## config.mk

```make
export PLATFORM = sky130hd
export DESIGN_NAME = dram_refresh_seq
export DESIGN_NICKNAME = d
export VERILOG_FILES = /design/src/rtl/dram_ref_pkg.sv /design/src/rtl/dram_ref_cycle.sv /design/src/rtl/dram_ref_timer.sv /design/src/rtl/dram_ref_init.sv /design/src/rtl/dram_refresh_seq.sv
export SDC_FILE = /design/constraint.sdc
export NUM_CORES = 1
export LEC_CHECK = 0
export BUFFER_PORTS_ARGS = -buffer_cell sky130_fd_sc_hd__buf_2
export CAP_MARGIN = 30
export CORE_UTILIZATION = 60
export DETAILED_ROUTE_END_ITERATION = 10
export PLACE_DENSITY = 0.75
export SETUP_SLACK_MARGIN = 0.15
export SKIP_CTS_REPAIR_TIMING = 1
export SLEW_MARGIN = 30
export SYNTH_ARGS = -nofsm -noshare
export SYNTH_HDL_FRONTEND = slang
export SYNTH_HIERARCHICAL = 1
export SYNTH_SLANG_ARGS = --single-unit
```

## constraint.sdc

```tcl
create_clock -name clk -period 4.6 [get_ports clk]
set_clock_uncertainty 0.1 [all_clocks]
set_input_delay 0.92 -clock clk [delete_from_list [all_inputs] [get_ports clk]]
set_output_delay 0.92 -clock clk [all_outputs]
set_load 0.02 [all_outputs]
```

## src/rtl/dram_ref_pkg.sv

```systemverilog
// Package: shared state types and elaboration-time helpers for the
// refresh sequencer. Assumes all timing inputs are non-negative ns values.
package dram_ref_pkg;

    typedef enum logic [1:0] {
        CYC_IDLE,
        CYC_CAS,
        CYC_RAS,
        CYC_PRE
    } cyc_state_t;

    typedef enum logic [1:0] {
        SEQ_POWERUP,
        SEQ_WARMUP,
        SEQ_RUN
    } seq_state_t;

    // Ceiling conversion of a nanosecond value to whole clocks.
    function automatic int unsigned ns_to_cyc(int unsigned ns, int unsigned period);
        return (ns + period - 1) / period;
    endfunction

    function automatic int unsigned max_u(int unsigned a, int unsigned b);
        return (a > b) ? a : b;
    endfunction

    // Subtraction clamped at zero.
    function automatic int unsigned sub_sat(int unsigned a, int unsigned b);
        return (a > b) ? a - b : 0;
    endfunction

endpackage

```

## src/rtl/dram_ref_cycle.sv

```systemverilog
// Module: runs one column-before-row refresh cycle per start pulse.
// Phases: column strobe lead, row strobe low (column held low), precharge.
// Assumes start is only asserted while idle is high.
module dram_ref_cycle
    import dram_ref_pkg::*;
#(
    parameter int unsigned LEAD_CYC = 1,
    parameter int unsigned LOW_CYC  = 6,
    parameter int unsigned PRE_CYC  = 4
) (
    input  logic clk,
    input  logic rst_n,
    input  logic start,
    output logic idle,
    output logic done,
    output logic busy,
    output logic ras_n,
    output logic cas_n,
    output logic we_n
);

    localparam int unsigned MAX_PH = max_u(max_u(LEAD_CYC, LOW_CYC), PRE_CYC);
    localparam int unsigned CW     = $clog2(MAX_PH + 1);

    cyc_state_t    state;
    logic [CW-1:0] ph_cnt;
    logic          ph_last;

    // Terminal count of the current phase.
    always_comb begin
        case (state)
            CYC_CAS: ph_last = (ph_cnt == CW'(LEAD_CYC - 1));
            CYC_RAS: ph_last = (ph_cnt == CW'(LOW_CYC - 1));
            CYC_PRE: ph_last = (ph_cnt == CW'(PRE_CYC - 1));
            default: ph_last = 1'b0;
        endcase
    end

    // Phase sequencing and per-phase counter.
    always_ff @(posedge clk) begin
        if (!rst_n) begin
            state  <= CYC_IDLE;
            ph_cnt <= '0;
        end else begin
            case (state)
                CYC_IDLE: begin
                    ph_cnt <= '0;
                    if (start) state <= CYC_CAS;
                end
                CYC_CAS: begin
                    ph_cnt <= ph_last ? '0 : ph_cnt + 1'b1;
                    if (ph_last) state <= CYC_RAS;
                end
                CYC_RAS: begin
                    ph_cnt <= ph_last ? '0 : ph_cnt + 1'b1;
                    if (ph_last) state <= CYC_PRE;
                end
                default: begin
                    ph_cnt <= ph_last ? '0 : ph_cnt + 1'b1;
                    if (ph_last) state <= CYC_IDLE;
                end
            endcase
        end
    end

    // Strobe decode; write enable stays high to keep out of test mode.
    always_comb begin
        idle  = (state == CYC_IDLE);
        busy  = (state != CYC_IDLE);
        done  = (state == CYC_PRE) && ph_last;
        ras_n = (state != CYC_RAS);
        cas_n = !((state == CYC_CAS) || (state == CYC_RAS));
        we_n  = 1'b1;
    end

endmodule

```

## src/rtl/dram_ref_timer.sv

```systemverilog
// Module: free-running row-interval counter and refresh credit queue.
// Credits accrue only while enable is high; the count saturates at the limit.
module dram_ref_timer #(
    parameter int unsigned INT_CYC     = 100,
    parameter int unsigned MAX_PENDING = 8
) (
    input  logic clk,
    input  logic rst_n,
    input  logic enable,
    input  logic take,
    output logic pending_nz,
    output logic pending_full
);

    localparam int unsigned IW = $clog2(INT_CYC + 1);
    localparam int unsigned PW = $clog2(MAX_PENDING + 1);

    logic [IW-1:0] int_cnt;
    logic [PW-1:0] pend;
    logic          tick;
    logic          add;
    logic          sub;

    assign tick = (int_cnt == IW'(INT_CYC - 1));
    assign add  = tick && enable && (pend != PW'(MAX_PENDING));
    assign sub  = take && (pend != '0);

    // Row-interval counter, wraps every INT_CYC clocks.
    always_ff @(posedge clk) begin
        if (!rst_n)    int_cnt <= '0;
        else if (tick) int_cnt <= '0;
        else           int_cnt <= int_cnt + 1'b1;
    end

    // Credit count: add on tick, remove on accepted refresh.
    always_ff @(posedge clk) begin
        if (!rst_n)          pend <= '0;
        else if (add && !sub) pend <= pend + 1'b1;
        else if (sub && !add) pend <= pend - 1'b1;
    end

    assign pending_nz   = (pend != '0);
    assign pending_full = (pend == PW'(MAX_PENDING));

endmodule

```

## src/rtl/dram_ref_init.sv

```systemverilog
// Module: power-up wait followed by the warm-up refresh burst.
// Assumes cyc_done pulses once at the end of every refresh cycle.
module dram_ref_init
    import dram_ref_pkg::*;
#(
    parameter int unsigned PWR_CYC     = 200,
    parameter int unsigned INIT_CYCLES = 8
) (
    input  logic clk,
    input  logic rst_n,
    input  logic cyc_idle,
    input  logic cyc_done,
    output logic init_start,
    output logic ready
);

    localparam int unsigned WW = $clog2(PWR_CYC + 1);
    localparam int unsigned DW = $clog2(INIT_CYCLES + 1);

    seq_state_t    state;
    logic [WW-1:0] wait_cnt;
    logic [DW-1:0] done_cnt;

    // Bring-up state machine: wait, warm up, then run.
    always_ff @(posedge clk) begin
        if (!rst_n) begin
            state    <= SEQ_POWERUP;
            wait_cnt <= '0;
            done_cnt <= '0;
        end else begin
            case (state)
                SEQ_POWERUP: begin
                    if (wait_cnt == WW'(PWR_CYC - 1)) state <= SEQ_WARMUP;
                    else                              wait_cnt <= wait_cnt + 1'b1;
                end
                SEQ_WARMUP: begin
                    if (cyc_done) begin
                        if (done_cnt == DW'(INIT_CYCLES - 1)) state <= SEQ_RUN;
                        else                                   done_cnt <= done_cnt + 1'b1;
                    end
                end
                default: state <= SEQ_RUN;
            endcase
        end
    end

    assign init_start = (state == SEQ_WARMUP) && cyc_idle;
    assign ready      = (state == SEQ_RUN);

endmodule

```

## src/rtl/dram_refresh_seq.sv

```systemverilog
// Top: refresh and initialization sequencer for a fast-page-mode DRAM array.
// Converts ns timing to clocks, runs bring-up, then issues granted
// column-before-row refreshes at the per-row interval.
// Assumes the controller keeps the array idle while busy is high.
module dram_refresh_seq
    import dram_ref_pkg::*;
#(
    parameter int unsigned CLK_PERIOD_NS = 10,
    parameter int unsigned ROWS          = 1024,
    parameter bit          LOW_POWER     = 1'b0,
    parameter int unsigned REF_NORMAL_NS = 16_000_000,
    parameter int unsigned REF_LOWPWR_NS = 128_000_000,
    parameter int unsigned POWERUP_NS    = 200_000,
    parameter int unsigned INIT_CYCLES   = 8,
    parameter int unsigned MAX_PENDING   = 8,
    parameter int unsigned T_CSR_NS      = 5,
    parameter int unsigned T_CHR_NS      = 10,
    parameter int unsigned T_RAS_NS      = 60,
    parameter int unsigned T_RP_NS       = 40,
    parameter int unsigned T_RC_NS       = 110,
    parameter int unsigned T_RPC_NS      = 5
) (
    input  logic clk,
    input  logic rst_n,
    input  logic grant,
    output logic req,
    output logic req_urgent,
    output logic ready,
    output logic busy,
    output logic ras_n,
    output logic cas_n,
    output logic we_n
);

    localparam int unsigned REF_NS   = LOW_POWER ? REF_LOWPWR_NS : REF_NORMAL_NS;
    localparam int unsigned INT_CYC  = max_u(REF_NS / ROWS / CLK_PERIOD_NS, 1);
    localparam int unsigned PWR_CYC  = max_u(ns_to_cyc(POWERUP_NS, CLK_PERIOD_NS), 1);
    localparam int unsigned CSR_CYC  = max_u(ns_to_cyc(T_CSR_NS, CLK_PERIOD_NS), 1);
    localparam int unsigned RAS_CYC  = max_u(max_u(ns_to_cyc(T_RAS_NS, CLK_PERIOD_NS),
                                                   ns_to_cyc(T_CHR_NS, CLK_PERIOD_NS)), 1);
    localparam int unsigned RP_CYC   = ns_to_cyc(T_RP_NS, CLK_PERIOD_NS);
    localparam int unsigned RC_CYC   = ns_to_cyc(T_RC_NS, CLK_PERIOD_NS);
    localparam int unsigned RPC_CYC  = ns_to_cyc(T_RPC_NS, CLK_PERIOD_NS);
    localparam int unsigned PRE_CYC  = max_u(max_u(sub_sat(RP_CYC, CSR_CYC),
                                                   sub_sat(RC_CYC, RAS_CYC + CSR_CYC)),
                                             max_u(RPC_CYC, 1));

    logic cyc_idle;
    logic cyc_done;
    logic cyc_start;
    logic init_start;
    logic pend_nz;
    logic pend_full;
    logic run_take;

    dram_ref_init #(
        .PWR_CYC    (PWR_CYC),
        .INIT_CYCLES(INIT_CYCLES)
    ) init_i (
        .clk       (clk),
        .rst_n     (rst_n),
        .cyc_idle  (cyc_idle),
        .cyc_done  (cyc_done),
        .init_start(init_start),
        .ready     (ready)
    );

    dram_ref_timer #(
        .INT_CYC    (INT_CYC),
        .MAX_PENDING(MAX_PENDING)
    ) timer_i (
        .clk         (clk),
        .rst_n       (rst_n),
        .enable      (ready),
        .take        (run_take),
        .pending_nz  (pend_nz),
        .pending_full(pend_full)
    );

    dram_ref_cycle #(
        .LEAD_CYC(CSR_CYC),
        .LOW_CYC (RAS_CYC),
        .PRE_CYC (PRE_CYC)
    ) cycle_i (
        .clk  (clk),
        .rst_n(rst_n),
        .start(cyc_start),
        .idle (cyc_idle),
        .done (cyc_done),
        .busy (busy),
        .ras_n(ras_n),
        .cas_n(cas_n),
        .we_n (we_n)
    );

    // Request handshake: ask while credits remain and the strobes are free.
    always_comb begin
        req        = ready && pend_nz && cyc_idle;
        req_urgent = ready && pend_full;
        run_take   = req && grant;
        cyc_start  = init_start || run_take;
    end

endmodule

```

==> flow_summary.yaml <==
run_status:
  outcome: "finished clean"
detailed_routing:
  postRouteWirelength_um: 3803
  drt-vias-per-instance: 5.730
  detail_route.drc_violations: 0
  vias: 1696
  wl_per_cell_um: 12.85
  first_iter_violations: 88
  drt-pass1-iter-count: 5
  detail-route-antenna-nets: 0
grt:
  grt_remaining_overflow: 0
  grt_use_total_pct: 21.42
  grt_first_pass_wirelength_um: 6637
  first_global_vias: 1509
  grt_max_degree: 22
  grt_antenna_before_repair: 0
layout:
  antennaDiodeCount: 0
  syn2layout_area_growth_pct: 5.009
  layout.core_utilization_pct: 66.81
  final_net_count: 266
  final.fill_count: 294
  layout-drive-gt1-share_pct: 8.800
sta:
  finalMaxSlewViolations: 0
  final-hold-violation-count: 0
  timing.slew.headroom_pct: 41.30
  max_freq_ghz: 0.3341
  setup_viol: 0
  fin_crit_ns: 2.994
  rsz0062_at_grt: "no"
  hold_ws_ns: 0.3985
  layout_worst_path_cycle_share_pct: 65.08
  totalNegativeSetupSlack_ns: 0
  worstMarginPinSlew_ns: 0.8740
synthesis:
  synthCells: 241
  most_instantiated_flip_flop_cell_in_the_synthesis_netlist: "sky130_fd_sc_hd__dfxtp_1"
  post-synth-top-area-fraction_pct: 37.77
  synth.lib_cells_used.distinct: 49
  synthArstFlopShare_pct: 0
  synth-seq-area-share_pct: 37.77
  synthTopCellsByArea: "sky130_fd_sc_hd__dfxtp_1, sky130_fd_sc_hd__ha_1, sky130_fd_sc_hd__nor2_1"
  post_synth_instance_area_mm2: 0.002173
  synth_edf_count: 0
  avgSynthCellArea_um2: 9.018
  ys_ff_latch: 41
  yosysWarnings: 6
  mappedNetlistNets: 258
  synth_area_leader_cell: "sky130_fd_sc_hd__dfxtp_1"
worst_setup_path:
  setup.worst_path.start_class: "flip-flop"
  critical_path_buf_inv_count: 1
  critPathMostFrequentCell: "sky130_fd_sc_hd__ha_1"
  r2r_cells: 10
  setup.worst_path.end_class: "flip-flop"
  crit_path_max_fanout: 5
  worst_path_largest_cell_delay_ns: 0.51
  critical_path.cell_chain: "or4b_1, or4_1, nor3b_1, ha_1, inv_1, ha_1, a21oi_1, a211oi_1, a31oi_1, mux2i_1"
  crit_family: "simple AND/OR/NAND/NOR gates"
  criticalPathCategory: "flip-flop to flip-flop"
  timing.critical_path.depth: 10
  worst_ep_required_time_ns: 4.78
  worstPathArrival_ns: 3.18
  slowest_cell_on_the_critical_path: "sky130_fd_sc_hd__or4b_1"
floorplanning:
  ios: 10
  floorplan.initialDensity_pct: 63.63
  core.rowCount: 21
  fp.dieW_um: 62.19
  floorplan.die_area_mm2: 0.003867
  coreArea_mm2: 0.003416
  dieHeight_um: 62.19
clock_network:
  cts_tree: "done"
  cts.reportedPaths.clkPinSlew_ns: 0.13
  clkSinkCount: 41
  cts.path.max_buffers: 2
  cts-buffers-inserted: 5
  cts.root.buffer_cell: "sky130_fd_sc_hd__clkbuf_4"
  cts.htree.levels: 2
  insertion_delay_ns: 0.35
job:
  drv_cap: 0
pwr:
  max-vdd-ir-drop_mv: 0.2097
  p_switching_uw: 138.2
  powerDensity_mw_per_mm2: 247.1
  power.clock.fraction_pct: 32.1
  seqPwrFrac_pct: 64.6
  leakagePower_uw: 0.0008724
  comb_power_share_pct: 3.3
  internal_power_uw: 425.8
  power.share.switching_pct: 24.50
  finalPower_uw: 563.9
place:
  gp_routability_congestion: 0.8450
  dpl.hpwl_um: 2664
  port_buffers: 8
worst_hold_path:
  min_delay_path_depth: 2
  worstHoldPathType: "flip-flop to flip-flop"
-- per-layer routing --
metal | vias up | track usage [%] | part of all wire, %
li1 | 890 | - | -
met1 | 772 | 27.94 | 49
met2 | 28 | 33.65 | 46
met3 | 6 | 4.596 | 3.7
met4 | 0 | 10.17 | 1.6
met5 | - | 0 | 0
-- state kept, by name, summed over array words and instances (netlist names) --
register	count
init_i/wait_cnt	15
timer_i/int_cnt	11
init_i/done_cnt	4
timer_i/pend	4
cycle_i/ph_cnt	3
cycle_i/state	2
init_i/state	2
-- cell type report --
type                    instances  area [um2]  area share [%]
multi-input cells             182        1266           55.48
flip-flops and latches         41       820.8           35.96
well taps                      46       57.56           2.522
clock buffers                   6       41.29           1.809
inverters                      11       41.29           1.809
repair buffers                  8       40.04           1.754
clock inverters                 2       15.01          0.6579
-- final timing paths --
check	end	slack (ns)	start
hold / removal	timer_i/pend[3]	0.40	timer_i/pend[3]
setup / recovery	timer_i/pend[3]	1.61	timer_i/int_cnt[6]
hold reg to reg	timer_i/pend[3]	0.40	timer_i/pend[3]
setup reg to reg	timer_i/pend[3]	1.61	timer_i/int_cnt[6]
-- cell usage in the layout, fill, tap and decap left out, types with 2 or more instances in the layout --
cell type / instances
sky130_fd_sc_hd__buf_2: 8
sky130_fd_sc_hd__clkinvlp_4: 2
sky130_fd_sc_hd__nand3_1: 10
sky130_fd_sc_hd__inv_1: 11
sky130_fd_sc_hd__nor2_1: 22
sky130_fd_sc_hd__a21oi_1: 9
sky130_fd_sc_hd__and2_1: 3
sky130_fd_sc_hd__nor4_1: 5
sky130_fd_sc_hd__xor2_1: 8
sky130_fd_sc_hd__nor4b_1: 4
sky130_fd_sc_hd__and4_1: 4
sky130_fd_sc_hd__nand2b_1: 4
sky130_fd_sc_hd__nor2b_1: 2
sky130_fd_sc_hd__o21ai_1: 3
sky130_fd_sc_hd__or4b_1: 2
sky130_fd_sc_hd__dfxtp_1: 41
sky130_fd_sc_hd__clkbuf_4: 5
sky130_fd_sc_hd__o31ai_1: 4
sky130_fd_sc_hd__o21ai_0: 5
sky130_fd_sc_hd__and3b_1: 2
sky130_fd_sc_hd__a31oi_1: 2
sky130_fd_sc_hd__or4_1: 7
sky130_fd_sc_hd__mux2i_1: 8
sky130_fd_sc_hd__xnor2_1: 8
sky130_fd_sc_hd__ha_1: 13
sky130_fd_sc_hd__nand4_1: 8
sky130_fd_sc_hd__nor3_1: 4
sky130_fd_sc_hd__or3_1: 4
sky130_fd_sc_hd__and3_1: 2
sky130_fd_sc_hd__nand2_1: 19
sky130_fd_sc_hd__and3_2: 3
-- worst register-to-register path: cells and delay by family (launching register included) --
kind	cells	cell delay, ns
AND/OR/NAND/NOR	3	1.14
adder cells (fa/ha/maj)	2	0.53
AO/OA/AOI/OAI	3	0.51
flip-flops	1	0.36
multiplexers	1	0.19
buffers and inverters	1	0.10
-- synth_stat cells, types with 4 or more instances --
master                     instances
sky130_fd_sc_hd__ha_1             13
sky130_fd_sc_hd__nand4_1           8
sky130_fd_sc_hd__xor2_1            8
sky130_fd_sc_hd__and4_1            4
sky130_fd_sc_hd__a21oi_1           9
sky130_fd_sc_hd__o21ai_0           5
sky130_fd_sc_hd__dfxtp_1          41
sky130_fd_sc_hd__or3_1             4
sky130_fd_sc_hd__nor4_1            5
sky130_fd_sc_hd__inv_1            11
sky130_fd_sc_hd__xnor2_1           8
sky130_fd_sc_hd__nand2b_1          4
sky130_fd_sc_hd__nand2_1          19
sky130_fd_sc_hd__nor3_1            4
sky130_fd_sc_hd__nor2_1           22
sky130_fd_sc_hd__or4_1             7
sky130_fd_sc_hd__nand3_1          10
sky130_fd_sc_hd__mux2i_1           8
sky130_fd_sc_hd__nor4b_1           4
sky130_fd_sc_hd__o31ai_1           4
-- metrics by stage --
| step | instance area, um2 | setup WS [ns] | std cells |
|---|---|---|---|
| 2_1_floorplan | 2173 | 1.819 | 241 |
| 3_3_place_gp | 2226 | 1.731 | 288 |
| 3_5_place_dp | 2226 | 1.664 | 288 |
| 4_1_cts | 2282 | 1.635 | 296 |
| 5_1_grt | 2282 | 1.404 | 296 |
| 6_report | 2282 | 1.606 | 296 |
-- power by group through the flow --
stage	combinational (uW)	clock, uW	sequential (uW)
5_1_grt	21.5	201	366
6_report	18.5	181	365
4_1_cts	18.9	190	365
3_5_place_dp	18.8	0	373
2_1_floorplan	15.6	0	371
3_3_place_gp	18.6	0	372
-- kinds of logic (layout without fill, tap and decap cells) --
group	after synthesis	in the layout	share of synthesized area, %
xor gates and xnor gates	16	16	6.448
muxes	8	8	3.685
and+or+nand+nor	110	110	29.59
DFF	41	41	37.77
other	1	1	0.1725
buffers and inverters	18	27	3.972
adders and majority gates	14	14	8.406
AOI/OAI and AO/OA	33	33	9.960
(Power assumes the default switching activity.)
